<file path="src/rtl/fault_mask_reg.sv">
module fault_mask_reg #(
  parameter int NFLAG      = 8,
  parameter int CLK_PER_MS = 250000,
  parameter int CLEAR_MS   = 25
) (
  input  logic             clk,
  input  logic             rst_n,
  input  logic [NFLAG-1:0] fault_det,
  input  logic             test_busy,
  input  logic             mask_load,
  input  logic [NFLAG-1:0] mask_in,
  input  logic             snap_req,
  output logic [NFLAG-1:0] fir_o,
  output logic [NFLAG-1:0] mask_o,
  output logic [NFLAG-1:0] snap_o,
  output logic             fail_n
);

  localparam int CYC_W = (CLK_PER_MS > 1) ? $clog2(CLK_PER_MS) : 1;
  localparam int MS_W  = (CLEAR_MS > 1) ? $clog2(CLEAR_MS) : 1;
  localparam logic [CYC_W-1:0] CYC_LAST = CYC_W'(CLK_PER_MS - 1);
  localparam logic [MS_W-1:0]  MS_LAST  = MS_W'(CLEAR_MS - 1);

  logic [NFLAG-1:0] fir_q, mask_q, snap_q;
  logic [CYC_W-1:0] cyc_q;
  logic [MS_W-1:0]  ms_q;
  logic             hold_q, busy_q;

  wire rep_active = |(fault_det & mask_q);
  wire rep_seen   = |(~fir_q & mask_q);
  wire pending    = rep_seen && !rep_active && !hold_q;
  wire cyc_wrap   = (cyc_q == CYC_LAST);
  wire fire       = pending && cyc_wrap && (ms_q == MS_LAST);
  wire busy_rise  = test_busy && !busy_q;

  // status bits: detection wins over the delayed restore
  for (genvar i = 0; i < NFLAG; i++) begin : g_bit
    always_ff @(posedge clk or negedge rst_n) begin
      if (!rst_n)               fir_q[i] <= 1'b1;
      else if (fault_det[i])    fir_q[i] <= 1'b0;
      else if (fire && mask_q[i]) fir_q[i] <= 1'b1;
    end
  end

  always_ff @(posedge clk or negedge rst_n) begin
    if (!rst_n) begin
      cyc_q <= '0;
      ms_q  <= '0;
    end else if (!pending) begin
      cyc_q <= '0;
      ms_q  <= '0;
    end else if (cyc_wrap) begin
      cyc_q <= '0;
      ms_q  <= (ms_q == MS_LAST) ? '0 : ms_q + 1'b1;
    end else begin
      cyc_q <= cyc_q + 1'b1;
    end
  end

  always_ff @(posedge clk or negedge rst_n) begin
    if (!rst_n) begin
      hold_q <= 1'b0;
      busy_q <= 1'b0;
    end else begin
      busy_q <= test_busy;
      if (busy_rise)                    hold_q <= 1'b0;
      else if (test_busy && rep_active) hold_q <= 1'b1;
    end
  end

  always_ff @(posedge clk or negedge rst_n) begin
    if (!rst_n)         mask_q <= '1;
    else if (mask_load) mask_q <= mask_in;
  end

  always_ff @(posedge clk or negedge rst_n) begin
    if (!rst_n)        snap_q <= '1;
    else if (snap_req) snap_q <= fir_q;
  end

  assign fir_o  = fir_q;
  assign mask_o = mask_q;
  assign snap_o = snap_q;
  assign fail_n = !rep_seen;

  AST_DET_CLEARS: assert property (@(posedge clk) disable iff (!rst_n)
    (fault_det != '0) |=> ((fir_q & $past(fault_det)) == '0));
  AST_UNREPORTED_KEEP: assert property (@(posedge clk) disable iff (!rst_n)
    1'b1 |=> ((fir_q & ~$past(fir_q) & ~$past(mask_q)) == '0));
  AST_ACTIVE_NO_RESTORE: assert property (@(posedge clk) disable iff (!rst_n)
    rep_active |=> ((fir_q & ~$past(fir_q)) == '0));
  AST_MASK_HOLD: assert property (@(posedge clk) disable iff (!rst_n)
    !mask_load |=> $stable(mask_q));
  AST_SNAP_HOLD: assert property (@(posedge clk) disable iff (!rst_n)
    !snap_req |=> $stable(snap_q));
  AST_HOLD_NO_RESTORE: assert property (@(posedge clk) disable iff (!rst_n)
    hold_q |=> ((fir_q & ~$past(fir_q)) == '0));

endmodule

</file>
<file path="config.mk">
export PLATFORM = sky130hd
export DESIGN_NAME = fault_mask_reg
export DESIGN_NICKNAME = d
export VERILOG_FILES = /design/src/rtl/fault_mask_reg.sv
export SDC_FILE = /design/constraint.sdc
export NUM_CORES = 1
export LEC_CHECK = 0
export CORE_MARGIN = 2
export CORE_UTILIZATION = 55
export CTS_BUF_LIST = sky130_fd_sc_hd__clkbuf_8 sky130_fd_sc_hd__clkbuf_16
export DETAILED_ROUTE_END_ITERATION = 8
export PLACE_DENSITY_LB_ADDON = 0.15
export SYNTH_ARGS = -nofsm -noshare
export SYNTH_HDL_FRONTEND = slang
export SYNTH_SLANG_ARGS = --single-unit
</file>
<file path="constraint.sdc">
create_clock -name clk -period 4.3 [get_ports clk]
set_input_delay 1.075 -clock clk [delete_from_list [all_inputs] [get_ports clk]]
set_output_delay 1.075 -clock clk [all_outputs]
set_load 0.01 [all_outputs]
</file>
==> results of run 1 <==
## registers in the layout (all words and copies together), names as in the netlist
name	cells
busy_q	1
cyc_q	18
fir_o	8
hold_q	1
mask_o	8
ms_q	5
snap_o	8
## metal layers
metal / vias to the layer above / track usage, % / part of all wire [%]
met5: - / 0 / 0
met4: 0 / 7.407 / 0.81
met3: 4 / 5.556 / 4.5
met2: 46 / 34.51 / 49
met1: 896 / 30.67 / 45
li1: 856 / - / -
## cell usage after synthesis, types with 2 or more instances
cell type  number  share of area, %
inv_1          20               3.2
nor2_1         23               3.7
nor3_1          2              0.43
nand4b_1        7               2.6
nand4_1         2              0.54
dfrtp_1        25                27
xnor2_1         7               2.6
buf_6           2              0.97
dfstp_2        24                27
o22ai_1        11               2.9
nand3b_1        2              0.64
ha_1            3               1.6
a21oi_1         5               1.1
nor4_1          3              0.80
nor2b_1         3              0.80
clkbuf_1        4              0.64
a31oi_1         2              0.54
or3_1           4               1.1
nand3_1        12               2.6
o21ai_0        10               2.1
xor2_1          9               3.4
nand2_1        18               2.9
mux2_2          8               3.9
## worst min path at each step
| stage | to | startpoint | slack (ns) | depth (start not counted) |
|---|---|---|---|---|
| 6_report | cyc_q[0] | cyc_q[0] | 0.50 | 1 |
| 5_1_grt | cyc_q[0] | cyc_q[0] | 0.50 | 1 |
| 4_1_cts | cyc_q[0] | cyc_q[0] | 0.49 | 1 |
| 3_5_place_dp | cyc_q[0] | cyc_q[0] | 0.48 | 1 |
| 3_3_place_gp | cyc_q[0] | cyc_q[0] | 0.48 | 1 |
| 2_1_floorplan | cyc_q[0] | cyc_q[0] | 0.45 | 1 |
## area by class of cell
cell class,instances,area (um^2)
well taps,50,62.56
flip-flops and latches,49,1256
multi-input cells,146,944.7
clock inverters,2,7.507
fillers,312,1155
inverters,20,75.07
repair buffers,45,445.4
clock buffers,6,82.58
## stage by stage
| step | utilization, % | cell area, um^2 | hold WS [ns] |
|---|---|---|---|
| global placement | 69.10 | 2784 | 0.4751 |
| detailed placement | 69.10 | 2784 | 0.4831 |
| finish | 71.34 | 2874 | 0.4967 |
| global route | 71.34 | 2874 | 0.4994 |
| CTS | 71.34 | 2874 | 0.4946 |
| floorplan | - | 2333 | 0.4487 |
## critical path: stages, from the launching register on
cell	delay (ns)
dfstp_2	0.57
o22ai_1	0.09
nor4_1	0.45
clkdlybuf4s50_1	0.64
## power breakdown
part | switching (mW) | internal [mW] | leakage (nW) | total (mW)
registers | 0.00971 | 0.477 | 0.594 | 0.486
clock network | 0.142 | 0.127 | 0.0538 | 0.269
logic | 0.0426 | 0.0406 | 0.442 | 0.0832
total | 0.195 | 0.644 | 1.09 | 0.838
## cell families after synthesis
kind of cell	synth area share (%)
simple gates	19.68
mux	4.290
fa+ha+maj	1.609
flops	53.83
compound gates	8.901
xor+xnor	6.006
buf+inv	5.683
==> flow_summary.toml, run 1 <==
[status]
status = "complete, no violations"

[grt]
grt_pass1_wl_um = 8645
grtUsageTotal_pct = 22.25
first_global_vias = 1853
grt_antenna_before_repair = 0
grt-ovfl-total = 0
grt_max_degree = 50

[die]
core.rowCount = 23
start_util_pct = 57.92
fp.dieH_um = 69.14
die_w_um = 69.14
pin_count = 46
die_area_um2 = 4780
fp.coreArea_um2 = 4029

[logic_synthesis]
synth_fp_nets = 246
syn_inst = 222
netlist_area_um2 = 2333
yosysSeqAreaShare_pct = 53.83
yosysUniqueCellTypes = 39
synthFlopType = "dfrtp_1"
synth_seq_cells = 49
async_flop_share_pct = 100.0
synth_warnings = 0
synth.avg_cell_area_um2 = 10.51
synth_edf_count = 0

[sta]
hold_viol = 0
slew_headroom_pct = 30.20
setup_viol = 0
period_needed_ns = 3.123
setup_slack_ns = 1.177
tightest_slew_ns = 1.047
clock.fmax_mhz = 320.3
rsz0062_at_grt = "no"
drv_slew = 0
tns_ns = 0
period_share_pct = 72.62
finalClockSkew_ns = 0.004775

[critical_path]
crit_fanout = 4
worstSetupPathType = "reg -> out"
crit_arrival_ns = 2.05
worstReg2RegEnd = "cyc_q[2]"
timing.rr.start = "cyc_q[0]"
end_kind = "primary output"
ff2ff_setup_slack_ns = 1.87
crit_end = "fail_n"
critPathRequiredTime_ns = 3.22
worstSetupStartpointType = "register"
rr_worst_depth = 6
cp-startpoint = "fir_o[7]"

[clock_network]
numClockSinks = 49
clockRootBuffer = "clkbuf_8"
htreeDepth = 2
cts_hold_buf = 0
cts-resized-gates = 0
post_cts_buffers = 0
cts_inserted_buffers = 5
clkTransAtPathRegs_ns = 0.08
clock_path_buffers = 2
cts_tree = "built"
insertion_delay_ns = 0.29

[routing]
drt-vias-per-instance = 5.667
drtIter0Drc = 118
wire_per_inst_um = 15.49
drc = 0
drt_wl_total_um = 4927
antenna_left = 0
vias = 1802
firstDrtPassIters = 4

[power_and_ir_drop]
powerDensity_nw_per_um2 = 291.7
p_leak_nw = 1.090
p_total_mw = 0.8384
ir_drop_v = 0.0002067

[placement]
pre_cts_ws_ns = 1.218
place_hpwl_um = 3521
placed_cells = 310
place.gp.congestion = 0.7722
io_buffers = 45

[job]
maxCapViolCount = 0

[final_layout]
drive_above_1_share_pct = 16.04
final_nets = 291
stdcell_count = 318
mostFrequentLayoutCell = "clkdlybuf4s50_1"
final_cell_mix = "clkdlybuf4s50_1 (44), dfrtp_1 (25), dfstp_2 (24), nor2_1 (23), inv_1 (22)"
n_antenna_cell = 0
area_growth_syn_to_layout_pct = 23.16

[worst_hold_path]
min_path_type = "reg -> reg"
(Power assumes the default switching activity.)
==> run 2: changes to the inputs <==
--- a/config.mk
+++ b/config.mk
@@ -6,7 +6,7 @@
 export NUM_CORES = 1
 export LEC_CHECK = 0
 export CORE_MARGIN = 2
-export CORE_UTILIZATION = 55
+export CORE_UTILIZATION = 46
 export CTS_BUF_LIST = sky130_fd_sc_hd__clkbuf_8 sky130_fd_sc_hd__clkbuf_16
 export DETAILED_ROUTE_END_ITERATION = 8
 export PLACE_DENSITY_LB_ADDON = 0.15
==> constraint.sdc (replaced) <==
create_clock -name clk -period 2.84 [get_ports clk]
set_input_delay 0.71 -clock clk [delete_from_list [all_inputs] [get_ports clk]]
set_output_delay 0.71 -clock clk [all_outputs]
set_load 0.01 [all_outputs]
==> run 2 against run 1 <==
  * Worst hold slack got worse by 0.15 ns
  * Design area rose by 2.0%
  * Wire length down 0.43%
  * Worst setup slack got worse by 1.0 ns
  * Combinational power rose by 56%
  * Sequential power up 51%
  * Non-clock buffer count rose by 3
  * Final cell count rose by 6.3%
  * Largest cell class unchanged
  * Largest power group unchanged
==> flow_summary.toml, run 2 (synthesis results as in run 1) <==
[status]
status = "complete, no violations"

[critical_path]
timing.rr.start = "cyc_q[0]"
worstSetupStartpointType = "register"
crit_arrival_ns = 1.98
crit_family = "buffers and inverters"
worstSetupPathType = "reg -> out"
critPathRequiredTime_ns = 2.13
max_stage_delay_ns = 0.61
crit_fanout = 4
slowest_stage = "clkdlybuf4s50_1"
end_kind = "primary output"
crit_chain = "o22ai_1 > nor4_2 > clkdlybuf4s50_1"
cp-startpoint = "fir_o[6]"
crit_buf_inv = 1

[routing]
drc = 0
firstDrtPassIters = 5
vias = 1754
drt_wl_total_um = 4906
drtIter0Drc = 116
drt-vias-per-instance = 5.189
antenna_left = 0
wire_per_inst_um = 14.51

[placement]
place_hpwl_um = 3563
dpl_cell_area_um2 = 2828
place.gp.congestion = 0.8496
io_buffers = 45
placed_cells = 330

[power_and_ir_drop]
p_leak_nw = 1.102
ir_drop_v = 0.0003201
powerDensity_nw_per_um2 = 440.6

[grt]
grt_pass1_wl_um = 8176
grt_util_met3_pct = 4.284
met2_usage_pct = 29.14
grtUsageTotal_pct = 19.11
grt_max_degree = 21
gr-max-usage-layer = "met2"
first_global_vias = 1729
grt_antenna_before_repair = 0
grtUsageMet1_pct = 27.90
grt-ovfl-total = 0

[clock_network]
numClockSinks = 49
htreeDepth = 2
cts-resized-gates = 1
cts_tree = "built"
insertion_delay_ns = 0.30
clkTransAtPathRegs_ns = 0.09
cts_hold_buf = 0
post_cts_buffers = 0
clockRootBuffer = "clkbuf_8"
clock_path_buffers = 2
cts_inserted_buffers = 5

[final_layout]
area_growth_syn_to_layout_pct = 25.58
stdcell_count = 338
final_cell_mix = "clkdlybuf4s50_1 (44), dfrtp_1 (25), dfstp_2 (24), nor2_1 (23), inv_1 (20)"
final_nets = 294
drive_above_1_share_pct = 18.08
mostFrequentLayoutCell = "clkdlybuf4s50_1"
n_antenna_cell = 0
top_register = "cyc_q"
largest_reg_flops = 18
fin_area_um2 = 2930

[sta]
slew_headroom_pct = 60.94
hold_viol = 0
drv_slew = 0
tns_ns = 0
period_needed_ns = 2.694
setup_viol = 0
period_share_pct = 94.84
finalClockSkew_ns = 0.008645
clock.fmax_mhz = 371.3
rsz0062_at_grt = "no"
tightest_slew_ns = 0.5859

[die]
fp.coreArea_um2 = 4817
die_area_um2 = 5659
core.rowCount = 25
fp.dieH_um = 75.23
die_w_um = 75.23
start_util_pct = 48.44
pin_count = 46

[job]
maxCapViolCount = 0

[worst_hold_path]
min_path_type = "in -> async"
-- run 2: cell types whose count changed in the layout (fill, tap and decap cells not counted), sizes merged --
cell and change:
buf +3, clkinv +2, inv -2
-- run 2: cell type report --
type / count / area, um^2
inverters: 20 / 75.07
well taps: 67 / 83.83
multi-input cells: 146 / 950.9
clock buffers: 6 / 82.58
clock inverters: 2 / 13.76
flip-flops and latches: 49 / 1256
fillers: 442 / 1887
repair buffers: 48 / 467.9
-- run 2: through the flow --
stage          total power [mW]  hold slack (ns)  setup WS [ns]  util (%)
2_1_floorplan            0.8038           0.4144         0.8430         -
3_3_place_gp             0.8782           0.4797         0.1895     58.70
3_5_place_dp             0.8790           0.4799        0.08656     58.70
4_1_cts                   1.304           0.3512         0.1213     60.83
5_1_grt                   1.351           0.3716       0.006400     60.83
6_report                  1.291           0.3432         0.1464     60.83
-- run 2: report_power, final --
part | leakage, nW | switching [mW] | internal (mW) | total [mW]
clock | 0.0512 | 0.227 | 0.198 | 0.425
combinational | 0.457 | 0.0666 | 0.0635 | 0.130
sequential | 0.594 | 0.0144 | 0.722 | 0.736
total | 1.10 | 0.308 | 0.983 | 1.29
-- run 2: path summary, 6_finish.rpt --
check                            end  slack, ns  cells past startpoint
min in group clk            cyc_q[0]       0.49                      1
hold reg to reg             cyc_q[0]       0.49                      1
hold / removal             cyc_q[14]       0.34                      1
max in group asynchronous  snap_o[3]       1.86                      2
setup reg to reg            cyc_q[2]       0.77                      6
setup / recovery              fail_n       0.15                      3
-- run 2: worst reg2reg max path, stage by stage (launching register included) --
cell	delay, ns
dfrtp_1	0.39
ha_1	0.20
nand3_1	0.23
nor4_4	0.32
and2_1	0.18
or3_1	0.48
nor2_1	0.13
-- run 2: metal layers --
layer	part of all wire [%]	vias to the layer above
met5	0	-
met4	1.0	0
met3	3.9	4
met2	46	30
met1	49	856
li1	-	864
